--- src/rtl/sdf_pkg.sv ---
package sdf_pkg;
   typedef enum logic [2:0] {
      ST_IDLE  = 3'd0,
      ST_HUNT  = 3'd1,
      ST_SYNC2 = 3'd2,
      ST_BODY  = 3'd3,
      ST_CHECK = 3'd4,
      ST_DONE  = 3'd5
   } sdf_state_e;
endpackage

--- src/rtl/sdf_preamble.sv ---
// Zero-run counter and sync recogniser for the hunting phase.
module sdf_preamble #(
   parameter int DATA_W    = 8,
   parameter int SD_PRE    = 16,
   parameter int DD_PRE    = 32,
   parameter int PRE_SLACK = 1,
   parameter logic [DATA_W-1:0] SYNC_VAL = 8'hFB
) (
   input  logic              clk,
   input  logic              rst_n,
   input  logic              clr_i,
   input  logic              upd_i,
   input  logic              dbl_i,
   input  logic [DATA_W-1:0] din_i,
   output logic              is_sync_o,
   output logic              pre_ok_o
);
   localparam int MAX_PRE = (DD_PRE > SD_PRE) ? DD_PRE : SD_PRE;
   localparam int ZW      = $clog2(MAX_PRE + 1);
   localparam logic [ZW-1:0] Z_SAT = ZW'(MAX_PRE);

   logic [ZW-1:0] zcnt_q;
   logic [ZW-1:0] sd_min, dd_min;
   logic          is_zero;

   assign is_zero   = (din_i == '0);
   assign is_sync_o = (din_i == SYNC_VAL);

   generate
      if (PRE_SLACK == 0) begin : g_exact
         assign sd_min = ZW'(SD_PRE);
         assign dd_min = ZW'(DD_PRE);
      end else begin : g_slack
         assign sd_min = ZW'(SD_PRE - PRE_SLACK);
         assign dd_min = ZW'(DD_PRE - PRE_SLACK);
      end
   endgenerate

   assign pre_ok_o = dbl_i ? (zcnt_q >= dd_min) : (zcnt_q >= sd_min);

   always_ff @(posedge clk or negedge rst_n) begin
      if (!rst_n) begin
         zcnt_q <= '0;
      end else if (clr_i) begin
         zcnt_q <= '0;
      end else if (upd_i) begin
         if (!is_zero)
            zcnt_q <= '0;
         else if (zcnt_q != Z_SAT)
            zcnt_q <= zcnt_q + 1'b1;
      end
   end
endmodule

--- src/rtl/sdf_check_accum.sv ---
// Running check character: XOR with the byte, then rotate left by one.
module sdf_check_accum #(
   parameter int DATA_W = 8
) (
   input  logic              clk,
   input  logic              rst_n,
   input  logic              clr_i,
   input  logic              upd_i,
   input  logic [DATA_W-1:0] din_i,
   output logic [DATA_W-1:0] acc_o
);
   logic [DATA_W-1:0] mix;

   assign mix = acc_o ^ din_i;

   always_ff @(posedge clk or negedge rst_n) begin
      if (!rst_n)
         acc_o <= '0;
      else if (clr_i)
         acc_o <= '0;
      else if (upd_i)
         acc_o <= {mix[DATA_W-2:0], mix[DATA_W-1]};
   end
endmodule

--- src/rtl/sdf_frame_ctl.sv ---
// Frame sequencer: hunt, sync, payload count, check, done.
module sdf_frame_ctl
   import sdf_pkg::*;
#(
   parameter int SD_LEN = 256,
   parameter int DD_LEN = 512
) (
   input  logic       clk,
   input  logic       rst_n,
   input  logic       start_i,
   input  logic       hole_i,
   input  logic       dbl_i,
   input  logic       vld_i,
   input  logic       is_sync_i,
   input  logic       pre_ok_i,
   output sdf_state_e state_o,
   output logic       dbl_o,
   output logic       hunt_step_o,
   output logic       take_data_o,
   output logic       take_check_o
);
   localparam int MAX_LEN = (DD_LEN > SD_LEN) ? DD_LEN : SD_LEN;
   localparam int CW      = $clog2(MAX_LEN);
   localparam logic [CW-1:0] SD_LAST = CW'(SD_LEN - 1);
   localparam logic [CW-1:0] DD_LAST = CW'(DD_LEN - 1);

   sdf_state_e    state_q, state_d;
   logic [CW-1:0] dcnt_q;
   logic          dbl_q;
   logic          step, in_frame, last_data;

   assign step      = vld_i && !start_i && !hole_i;
   assign in_frame  = (state_q == ST_HUNT) || (state_q == ST_SYNC2) ||
                      (state_q == ST_BODY) || (state_q == ST_CHECK);
   assign last_data = (dcnt_q == (dbl_q ? DD_LAST : SD_LAST));

   assign hunt_step_o  = step && (state_q == ST_HUNT);
   assign take_data_o  = step && (state_q == ST_BODY);
   assign take_check_o = step && (state_q == ST_CHECK);
   assign state_o      = state_q;
   assign dbl_o        = dbl_q;

   always_comb begin
      state_d = state_q;
      if (start_i) begin
         state_d = ST_HUNT;
      end else if (hole_i && in_frame) begin
         state_d = ST_IDLE;
      end else if (vld_i) begin
         case (state_q)
            ST_HUNT:  if (is_sync_i && pre_ok_i)
                         state_d = dbl_q ? ST_SYNC2 : ST_BODY;
            ST_SYNC2: state_d = is_sync_i ? ST_BODY : ST_HUNT;
            ST_BODY:  if (last_data) state_d = ST_CHECK;
            ST_CHECK: state_d = ST_DONE;
            default:  state_d = state_q;
         endcase
      end
   end

   always_ff @(posedge clk or negedge rst_n) begin
      if (!rst_n) begin
         state_q <= ST_IDLE;
         dbl_q   <= 1'b0;
         dcnt_q  <= '0;
      end else begin
         state_q <= state_d;
         if (start_i)
            dbl_q <= dbl_i;
         if (state_q != ST_BODY)
            dcnt_q <= '0;
         else if (take_data_o)
            dcnt_q <= dcnt_q + 1'b1;
      end
   end
endmodule

--- src/rtl/sector_deframer.sv ---
module sector_deframer
   import sdf_pkg::*;
#(
   parameter int DATA_W    = 8,
   parameter int SD_LEN    = 256,
   parameter int DD_LEN    = 512,
   parameter int SD_PRE    = 16,
   parameter int DD_PRE    = 32,
   parameter int PRE_SLACK = 1,
   parameter logic [DATA_W-1:0] SYNC_VAL = 8'hFB
) (
   input  logic              clk,
   input  logic              rst_n,
   input  logic              start_i,
   input  logic              hole_i,
   input  logic              dbl_i,
   input  logic              byte_vld_i,
   input  logic [DATA_W-1:0] byte_i,
   output logic              body_o,
   output logic              dat_vld_o,
   output logic [DATA_W-1:0] dat_o,
   output logic              done_o,
   output logic              ok_o,
   output logic              err_o
);
   generate
      if (DATA_W < 2) begin : g_bad_w
         $error("sector_deframer: DATA_W must be at least 2");
      end
      if (SD_LEN < 2 || DD_LEN < 2) begin : g_bad_len
         $error("sector_deframer: payload lengths must be at least 2");
      end
      if (PRE_SLACK < 0 || PRE_SLACK >= SD_PRE || PRE_SLACK >= DD_PRE) begin : g_bad_pre
         $error("sector_deframer: PRE_SLACK must be below both preamble lengths");
      end
   endgenerate

   sdf_state_e        state;
   logic              dbl_q, hunt_step, take_data, take_check;
   logic              is_sync, pre_ok;
   logic [DATA_W-1:0] acc;

   sdf_frame_ctl #(
      .SD_LEN (SD_LEN),
      .DD_LEN (DD_LEN)
   ) u_ctl (
      .clk          (clk),
      .rst_n        (rst_n),
      .start_i      (start_i),
      .hole_i       (hole_i),
      .dbl_i        (dbl_i),
      .vld_i        (byte_vld_i),
      .is_sync_i    (is_sync),
      .pre_ok_i     (pre_ok),
      .state_o      (state),
      .dbl_o        (dbl_q),
      .hunt_step_o  (hunt_step),
      .take_data_o  (take_data),
      .take_check_o (take_check)
   );

   sdf_preamble #(
      .DATA_W    (DATA_W),
      .SD_PRE    (SD_PRE),
      .DD_PRE    (DD_PRE),
      .PRE_SLACK (PRE_SLACK),
      .SYNC_VAL  (SYNC_VAL)
   ) u_pre (
      .clk       (clk),
      .rst_n     (rst_n),
      .clr_i     (start_i),
      .upd_i     (hunt_step),
      .dbl_i     (dbl_q),
      .din_i     (byte_i),
      .is_sync_o (is_sync),
      .pre_ok_o  (pre_ok)
   );

   sdf_check_accum #(
      .DATA_W (DATA_W)
   ) u_acc (
      .clk   (clk),
      .rst_n (rst_n),
      .clr_i (start_i),
      .upd_i (take_data),
      .din_i (byte_i),
      .acc_o (acc)
   );

   assign body_o = (state == ST_BODY) || (state == ST_CHECK);

   always_ff @(posedge clk or negedge rst_n) begin
      if (!rst_n) begin
         dat_vld_o <= 1'b0;
         dat_o     <= '0;
         done_o    <= 1'b0;
         ok_o      <= 1'b0;
         err_o     <= 1'b0;
      end else begin
         dat_vld_o <= take_data;
         done_o    <= take_check;
         if (take_data)
            dat_o <= byte_i;
         if (start_i) begin
            ok_o  <= 1'b0;
            err_o <= 1'b0;
         end else if (take_check) begin
            ok_o  <= (byte_i == acc);
            err_o <= (byte_i != acc);
         end
      end
   end
endmodule

--- config.mk ---
export PLATFORM = sky130hd
export DESIGN_NAME = sector_deframer
export DESIGN_NICKNAME = d
export VERILOG_FILES = /design/src/rtl/sdf_pkg.sv /design/src/rtl/sdf_preamble.sv /design/src/rtl/sdf_check_accum.sv /design/src/rtl/sdf_frame_ctl.sv /design/src/rtl/sector_deframer.sv
export SDC_FILE = /design/constraint.sdc
export NUM_CORES = 1
export LEC_CHECK = 0
export ABC_AREA = 1
export BUFFER_PORTS_ARGS = -buffer_cell sky130_fd_sc_hd__buf_2
export CORE_MARGIN = 3
export CORE_UTILIZATION = 48
export DETAILED_ROUTE_END_ITERATION = 16
export MAX_ROUTING_LAYER = met4
export PLACE_DENSITY = 0.68
export SLEW_MARGIN = 20
export SYNTH_ARGS = -nofsm -noshare
export SYNTH_HDL_FRONTEND = slang
export SYNTH_SLANG_ARGS = --single-unit
--- constraint.sdc ---
create_clock -name clk -period 2 [get_ports clk]
set_clock_uncertainty 0.15 [all_clocks]
set_input_delay 0.4 -clock clk [delete_from_list [all_inputs] [get_ports clk]]
set_output_delay 0.4 -clock clk [all_outputs]
set_load 0.03 [all_outputs]
Yosys cells after proc, flatten, opt, wreduce, memory -nomap -nowiden:

Index checks and enable logic that the tools add are counted.

* bits of input ports: 14
* register bits after elaboration: 39

* bitwise operators: 1
* order comparisons: 2
* equality and inequality tests: 13
* multiplexer cells: 22
* reduce and logical (&&, ||, !) cells: 22
* add/subtract/negate cells: 2

Operators with widths (count)
* two-way mux 9 bit: 3
* two-way mux 6 bit: 4
* two-way mux 8 bit: 2
* two-way mux 3 bit: 5
* case mux 3 bit (4 select lines): 1
* adder 9 x 1 -> 9 bit (second input constant): 1
* equality test 9 bit: 1
* equality test 8 bit: 1
* equality test 8 bit (second input constant): 1
* zero test 8 bit: 1
* inequality test 8 bit: 1
* nonzero test 2 bit: 4
* XOR 8 bit: 1
* logical AND 1 bit: 7
* adder 6 x 1 -> 6 bit (second input constant): 1
* equality test 3 x 2 -> 1 bit (second input constant): 2
* greater-or-equal comparator 6 x 4 -> 1 bit (second input constant): 1
* greater-or-equal comparator 6 x 5 -> 1 bit (second input constant): 1
* two-way mux 1 bit: 6
* inequality test 6 bit (second input constant): 1
* nonzero test 6 bit: 1
* logical OR 1 bit: 4
* inequality test 4 x 2 -> 1 bit (second input constant): 1
* inequality test 4 bit (second input constant): 1
* 9 further kinds: 10

Depth between registers and ports, before layout:

Gate-level depths: netlist of the first run.

* depth after elaboration: 8
* depth in mapped cells: 11

By module:

Synthesis of the first run repeated with hierarchy kept, for this count alone.

* cell total of the unflattened synthesis: 337
* area total of the unflattened synthesis: 2364.8 um^2

Modules (own cells, without submodules)
* sdf_frame_ctl: times used 1, area an instance 800.8 um^2, cells an instance 112
* sector_deframer: times used 1, area an instance 590.6 um^2, cells an instance 68
* sdf_preamble: times used 1, area an instance 536.8 um^2, cells an instance 90
* sdf_check_accum: times used 1, area an instance 436.7 um^2, cells an instance 67

Least setup slack after synthesis of the first run:

OpenSTA, ideal clock, no wires.

* kind: reg2out
* start: register u_ctl.state_q[2] (netlist: u_ctl.state_o[2])
* end: output port body_o
* data required time: 1450 ps
* cell stages (with the launch flop): 4
* buffers on the path: 0
* setup slack: 383 ps
* data arrival time: 1067 ps
* cell sequence: dfrtp_1 nor3_4 inv_2 nand2_1

* longest elaborated chain between the ends: 2
* elaborated cells between the ends (all ways): 3

RTL lines
* start, declared: line sdf_frame_ctl.sv:27 `sdf_state_e state_q, state_d;`
* start signal, assigned: line sdf_frame_ctl.sv:67 `state_q <= state_d;`
* equality test 3 x 2 -> 1 bit or equality test 3 bit (tied branches): line sector_deframer.sv:90 `assign body_o = (state == ST_BODY) || (state == ST_CHECK);`
* logical OR 1 bit (*): line sector_deframer.sv:90
* end, declared: line sector_deframer.sv:19 `output logic body_o,`

Mark *: on every way between the ends. The rest lies on a longest branch, timed or not.

Worst setup path after layout of the first run:

Same ends and word-level chain as after synthesis.

==> run metrics, run 1 <==
Max Clock Freq 528 MHz; setup bufs post-CTS 0; drt pass-1 iters 4; Placeable Area 0.00409 mm2; worst skew pair latency 0.29 ns; Crit Path Max Fanout 5; Leakage Power 1.20 nW; Max clock buf depth 2; Avg WL per Cell 12.2 um; Final Hold Fails 0; fill cell count 391; commonest non-fill, non-tap cells in the layout nand2_1, dfrtp_1, buf_2, inv_1, nand3_1; final net count 307; syn nets 271; Synth Cell Area 0.00207 mm2; setup slack, reg-to-reg 0.37 ns; sequential element share of the synthesized area 47.2%; relative max-transition margin 60.6%; Routed Antenna Nets 0; max-cap viol count 0; Initial DRC Count 81; I/O Buffers 26; initial antenna violation count 0; Fin Setup TNS 0 ns; hold_sp dbl_i; RSZ-0062 raised after global routing false; largest net degree at the start of global routing 29; final wirelength 4.13 mm; crit path launch u_ctl.state_o[2]$_DFFE_PN0P_; Critical Path RT 1.45 ns; vias in the first global route 1,687; number of CTS-inserted buffers 5; power density cells 680 mW/mm2; DP Worst Slack 0.376 ns; mux cell area share after synthesis 0%; Finished Cell Area 0.00237 mm2; RD Place Congestion 0.876; CP arrival 1.34 ns; Final Slew Violations 0; Die ar. 0.00513 mm2; Worst Tran Pin Value 0.591 ns; GR Util All Layers 19.1%; crit path kind reg2out; adder-cell share of the synthesized area 2.42%; Top Ports 27; Post-Synth Simple-Gate Area 28.8%; Syn Inst Count 253; most common cell after layout, fill and taps aside nand2_1; DP Wirelength 3.13 mm; antenna cells 0; clk slew on worst S/H paths 0.08 ns; CTS tree done; XOR/XNOR Fraction of Synth Area 5.93%; Hold WC Path Type in2reg; Setup WS post-layout 0.107 ns; Die Width 71.6 um; via count 1,706; Ys Warns 0; Initial Util 50.6%; Yosys reg bits 39; Synth-to-Final Area Change 14.8%; combinational family with the most area after synthesis simple AND/OR/NAND/NOR gates; residual DRC count 0; Yosys cell types 30; CTS Root Cell clkbuf_8; Synth Area in Compound Gates 9.08%; final worst path period need 1.89 ns; global-route wire length before repair 7.60 mm; fin util 58.1%; Sink Count 39; endpoint class of the critical path primary output; Overflow after GRT 0; Worst R2R Start u_ctl.dcnt_q[0]$_DFFE_PN0P_; share of cells above drive strength 1 18.6%; Die Ht 71.6 um; row cnt 23; status complete, no violations; Final Setup Violations 0; routed vias/inst 5.02; total power 1.61 mW; maximum vdd ir drop 587 uV; period utilization 94.7%; Avg Cell Area, Syn 8.17 um2; htree depth 2; DP Area 0.00228 mm2; CP startpoint kind flip-flop
worst paths after layout:
| path | to | cells past startpoint |
|---|---|---|
| worst max-delay path | body_o | 4 |
| worst min register to register | dat_o[4]$_DFFE_PN0P_ | 2 |
| max in group asynchronous | dat_o[3]$_DFFE_PN0P_ | 3 |
| min in group asynchronous | u_ctl.dcnt_q[6]$_DFFE_PN0P_ | 2 |
| worst max register to register | u_ctl.state_o[0]$_DFFE_PN0P_ | 8 |
| worst min-delay path | u_ctl.dbl_o$_DFFE_PN0P_ | 3 |
routing by layer:
metal  vias to the layer above  wire, um  GRT usage, %
li1                        901         -             -
met3                         7       166          4.49
met2                        29      1870          28.9
met4                         0        50          5.01
met5                         -         0             -
met1                       769      2040          26.1
Yosys cell counts:
| master | number | area (um2) |
|---|---|---|
| buf_1 | 1 | 3.75 |
| a21oi_2 | 2 | 17.5 |
| xnor2_1 | 6 | 52.6 |
| o21ai_1 | 19 | 95.1 |
| nor2_4 | 1 | 11.3 |
| inv_1 | 25 | 93.8 |
| nand2_2 | 2 | 12.5 |
| o22ai_1 | 1 | 6.26 |
| nand3_2 | 1 | 10.0 |
| nor3_4 | 1 | 16.3 |
| a22o_1 | 1 | 8.76 |
| buf_4 | 2 | 15.0 |
| nand2_1 | 63 | 236 |
| nor4_1 | 1 | 6.26 |
| or2_2 | 1 | 6.26 |
| o21ai_0 | 7 | 35.0 |
| nand4_1 | 8 | 50.1 |
| nand3_1 | 25 | 125 |
| and3_1 | 1 | 6.26 |
| ha_1 | 4 | 50.1 |
| nor3_1 | 6 | 30.0 |
| xor2_1 | 8 | 70.1 |
| nand3b_1 | 1 | 7.51 |
| a21oi_1 | 5 | 25.0 |
| buf_2 | 1 | 5.00 |
| dfrtp_1 | 39 | 976 |
| inv_2 | 5 | 18.8 |
| nor2_2 | 1 | 6.26 |
| nand3_4 | 1 | 17.5 |
| nor2_1 | 14 | 52.6 |
repair_timing:
item / in CTS / in global routing
hold endpoints to repair: 25 / 0
hold buffers: 1 / 0
endpoints found under the setup margin: 0 / 1
gates resized for setup: 0 / 1
through the flow:
| step | hold slack, ns | std cells |
|---|---|---|
| 2_1_floorplan | -0.0456 | 253 |
| 3_3_place_gp | 0.290 | 331 |
| 3_5_place_dp | 0.297 | 331 |
| 4_1_cts | 0.182 | 340 |
| 5_1_grt | 0.195 | 340 |
| 6_report | 0.182 | 340 |
layout make-up:
class | count | area (um2) | share of cell area [%]
clock buffer | 7 | 76.3 | 3.22
timing repair buffer | 33 | 185 | 7.80
sequential | 39 | 977 | 41.2
multi-input combinational | 180 | 955 | 40.2
tap | 50 | 62.6 | 2.64
inverter | 30 | 113 | 4.74
clock inverter | 1 | 5.00 | 0.211
flip-flops by register name, indices dropped and copies added, names as in the netlist:
register	count
u_acc.acc_o	8
u_ctl.state_o	3
done_o	1
u_ctl.dcnt_q	9
dat_vld_o	1
ok_o	1
u_ctl.dbl_o	1
u_pre.zcnt_q	6
err_o	1
dat_o	8
worst max-delay path, stage by stage (launching register included):
cell and delay [ns]:
dfrtp_2 0.46, nor3_4 0.21, inv_2 0.07, nand2_1 0.11, buf_2 0.21
kinds of logic after synthesis:
kind of cell | count (synthesis)
fa+ha+maj | 4
simple gates | 127
buf+inv | 34
flops | 39
compound gates | 35
xor+xnor | 14
report_power, final:
| part | internal [mW] | switching (mW) | leakage (nW) |
|---|---|---|---|
| sequential | 0.823 | 0.0222 | 0.535 |
| clock | 0.245 | 0.270 | 0.0422 |
| combinational | 0.0783 | 0.175 | 0.622 |
(Power assumes the default switching activity.)
==> inputs of run 2 (changes only) <==
--- a/config.mk
+++ b/config.mk
@@ -10,6 +10,7 @@
 export CORE_MARGIN = 3
 export CORE_UTILIZATION = 48
 export DETAILED_ROUTE_END_ITERATION = 16
+export GPL_TIMING_DRIVEN = 0
 export MAX_ROUTING_LAYER = met4
 export PLACE_DENSITY = 0.68
 export SLEW_MARGIN = 20
==> constraint.sdc (replaced) <==
create_clock -name clk -period 2 [get_ports clk]
set_clock_uncertainty 0.15 [all_clocks]
set_input_delay 0.4 -clock clk [delete_from_list [all_inputs] [get_ports clk]]
set_output_delay 0.4 -clock clk [all_outputs]
set_load 0.1 [all_outputs]
==> run metrics, run 2 (same netlist as run 1, synthesis figures left out) <==
Reg power frac 45.6% (-6.8 points); commonest non-fill, non-tap cells in the layout nand2_1, dfrtp_1, buf_2, inv_1, nand3_1; hold_buf cts 0 (-1); CTS tree done; RD Place Congestion 0.825 (-5.8%); row cnt 23 (unchanged); status complete, no violations; residual DRC count 0 (unchanged); initial antenna violation count 0 (unchanged); Sw Ratio 34.5% (+5.5 points); CP startpoint kind flip-flop; setup slack, reg-to-reg 0.31 ns (-0.06 ns); Biggest register u_ctl.dcnt_q; I/O Buffers 26 (unchanged); maximum vdd ir drop 508 uV (-13%); routed vias/inst 5.17 (+3.1%); Max Clock Freq 527 MHz (-0.23%); Max clock buf depth 2 (unchanged); final net count 305 (-0.65%); Synth-to-Final Area Change 15.6%; Hold WC Path Type in2async; Fin Setup TNS 0 ns (unchanged); Critical Path RT 1.45 ns (about the same); P_sw 0.640 mW (+37%); Worst R2R Start u_ctl.dcnt_q[0]$_DFFE_PN0P_; worst skew pair latency 0.29 ns (about the same); share of cells above drive strength 1 19.1% (+0.48 points); crit path kind reg2out; vias in the first global route 1,746 (+3.5%); Leakage Power 1.19 nW (-0.49%); drt pass-1 iters 4 (unchanged); most common cell after layout, fill and taps aside nand2_1; max-cap viol count 0 (unchanged); final wirelength 4.36 mm (+5.6%); Overflow after GRT 0 (unchanged); Die Ht 71.6 um (unchanged); Avg WL per Cell 12.9 um (+6.2%); CP arrival 1.35 ns (about the same); cell internal pwr 1.21 mW (+5.9%); antenna cells 0 (unchanged); global-route wire length before repair 7.81 mm (+2.7%); R2R Path End u_ctl.state_o[0]$_DFFE_PN0P_; via count 1,748 (+2.5%); period utilization 94.9% (+0.22 points); Routed Antenna Nets 0 (unchanged); CTS Root Cell clkbuf_8; Largest regs u_ctl.dcnt_q (9), dat_o (8), u_acc.acc_o (8); htree depth 2 (unchanged); DP Wirelength 3.17 mm (+1.4%); largest net degree at the start of global routing 40 (+38%); clk slew on worst S/H paths 0.08 ns (about the same); final worst path period need 1.90 ns (+0.00434 ns); Die Width 71.6 um (unchanged); GR Util All Layers 19.8% (+0.67 points); total power 1.85 mW (+15%); Largest register FFs 9 (unchanged); Worst Tran Pin Value 0.871 ns (+0.279 ns); Initial Util 50.6% (unchanged); Sink Count 39 (unchanged); Final Hold Fails 0 (unchanged); Die ar. 0.00513 mm2 (unchanged); Top Ports 27 (unchanged); Final Slew Violations 0 (unchanged); power density cells 776 mW/mm2 (+14%); Final Setup Violations 0 (unchanged); Initial DRC Count 102 (+26%); Clk network pwr share 32.2% (+0.3 points); Comb pwr share 22.2% (+6.5 points); endpoint class of the critical path primary output; relative max-transition margin 42.0% (-19 points); Placeable Area 0.00409 mm2 (unchanged); RSZ-0062 raised after global routing false; number of CTS-inserted buffers 5 (unchanged); r2r worst-path depth 8 (unchanged); Crit Path Max Fanout 4 (-1)
run 2: through the flow:
step	utilization [%]	hold WS, ns	worst slack [ns]	cells	area (um2)
5_1_grt	58.5	0.132	0.0121	338	2390
3_3_place_gp	55.4	0.320	-0.0284	329	2260
3_5_place_dp	55.4	0.324	-0.00434	329	2260
2_1_floorplan	-	-0.0456	0.218	253	2070
6_report	58.5	0.0704	0.103	338	2390
4_1_cts	58.1	0.102	0.00772	338	2380
run 2: routing by layer:
layer	up-vias	global-route usage (%)	part of all wire (%)	wire length, um
met5	-	-	0	0
met4	0	6.26	1.1	48
met3	7	3.79	3.8	167
met2	30	30.9	46	2010
met1	809	26.2	49	2130
li1	902	-	-	-
run 2: layout make-up:
type	instances	area (um2)
Clock inverter	1	7.51
Buffer	4	23.8
Multi-Input combinational cell	180	957
Sequential cell	39	977
Fill cell	393	1700
Tap cell	50	62.6
Clock buffer	7	96.3
Inverter	30	113
Timing Repair Buffer	27	153
run 2: how the worst max path moves through the flow:
| stage | endpoint | cells after the start | from |
|---|---|---|---|
| floorplan | body_o | 3 | u_ctl.state_o[2]$_DFFE_PN0P_ |
| global placement | body_o | 4 | u_ctl.state_o[2]$_DFFE_PN0P_ |
| detailed placement | body_o | 4 | u_ctl.state_o[2]$_DFFE_PN0P_ |
| CTS | body_o | 4 | u_ctl.state_o[2]$_DFFE_PN0P_ |
| global route | body_o | 5 | u_ctl.state_o[0]$_DFFE_PN0P_ |
| finish | body_o | 5 | u_ctl.state_o[0]$_DFFE_PN0P_ |
run 2: repair_timing:
action                     CTS  global route
resized for setup            1             4
setup buffers                1             0
hold endpoints to repair     0             0
pin swaps                    1             0
setup endpoints to repair    1             1
run 2: power by group through the flow:
stage               registers, mW  clock network [mW]  logic, mW
global placement            0.859                   0      0.407
finish                      0.845               0.597      0.412
floorplan                    1.06                   0      0.112
detailed placement          0.859                   0      0.409
CTS                         0.844               0.607      0.412
global route                0.849               0.639      0.439
run 2: worst max-delay path: stages (launching register included):
cell and delay [ns]:
dfrtp_1 0.39, inv_2 0.08, nor3_4 0.21, inv_2 0.08
nand2_2 0.11, buf_12 0.18
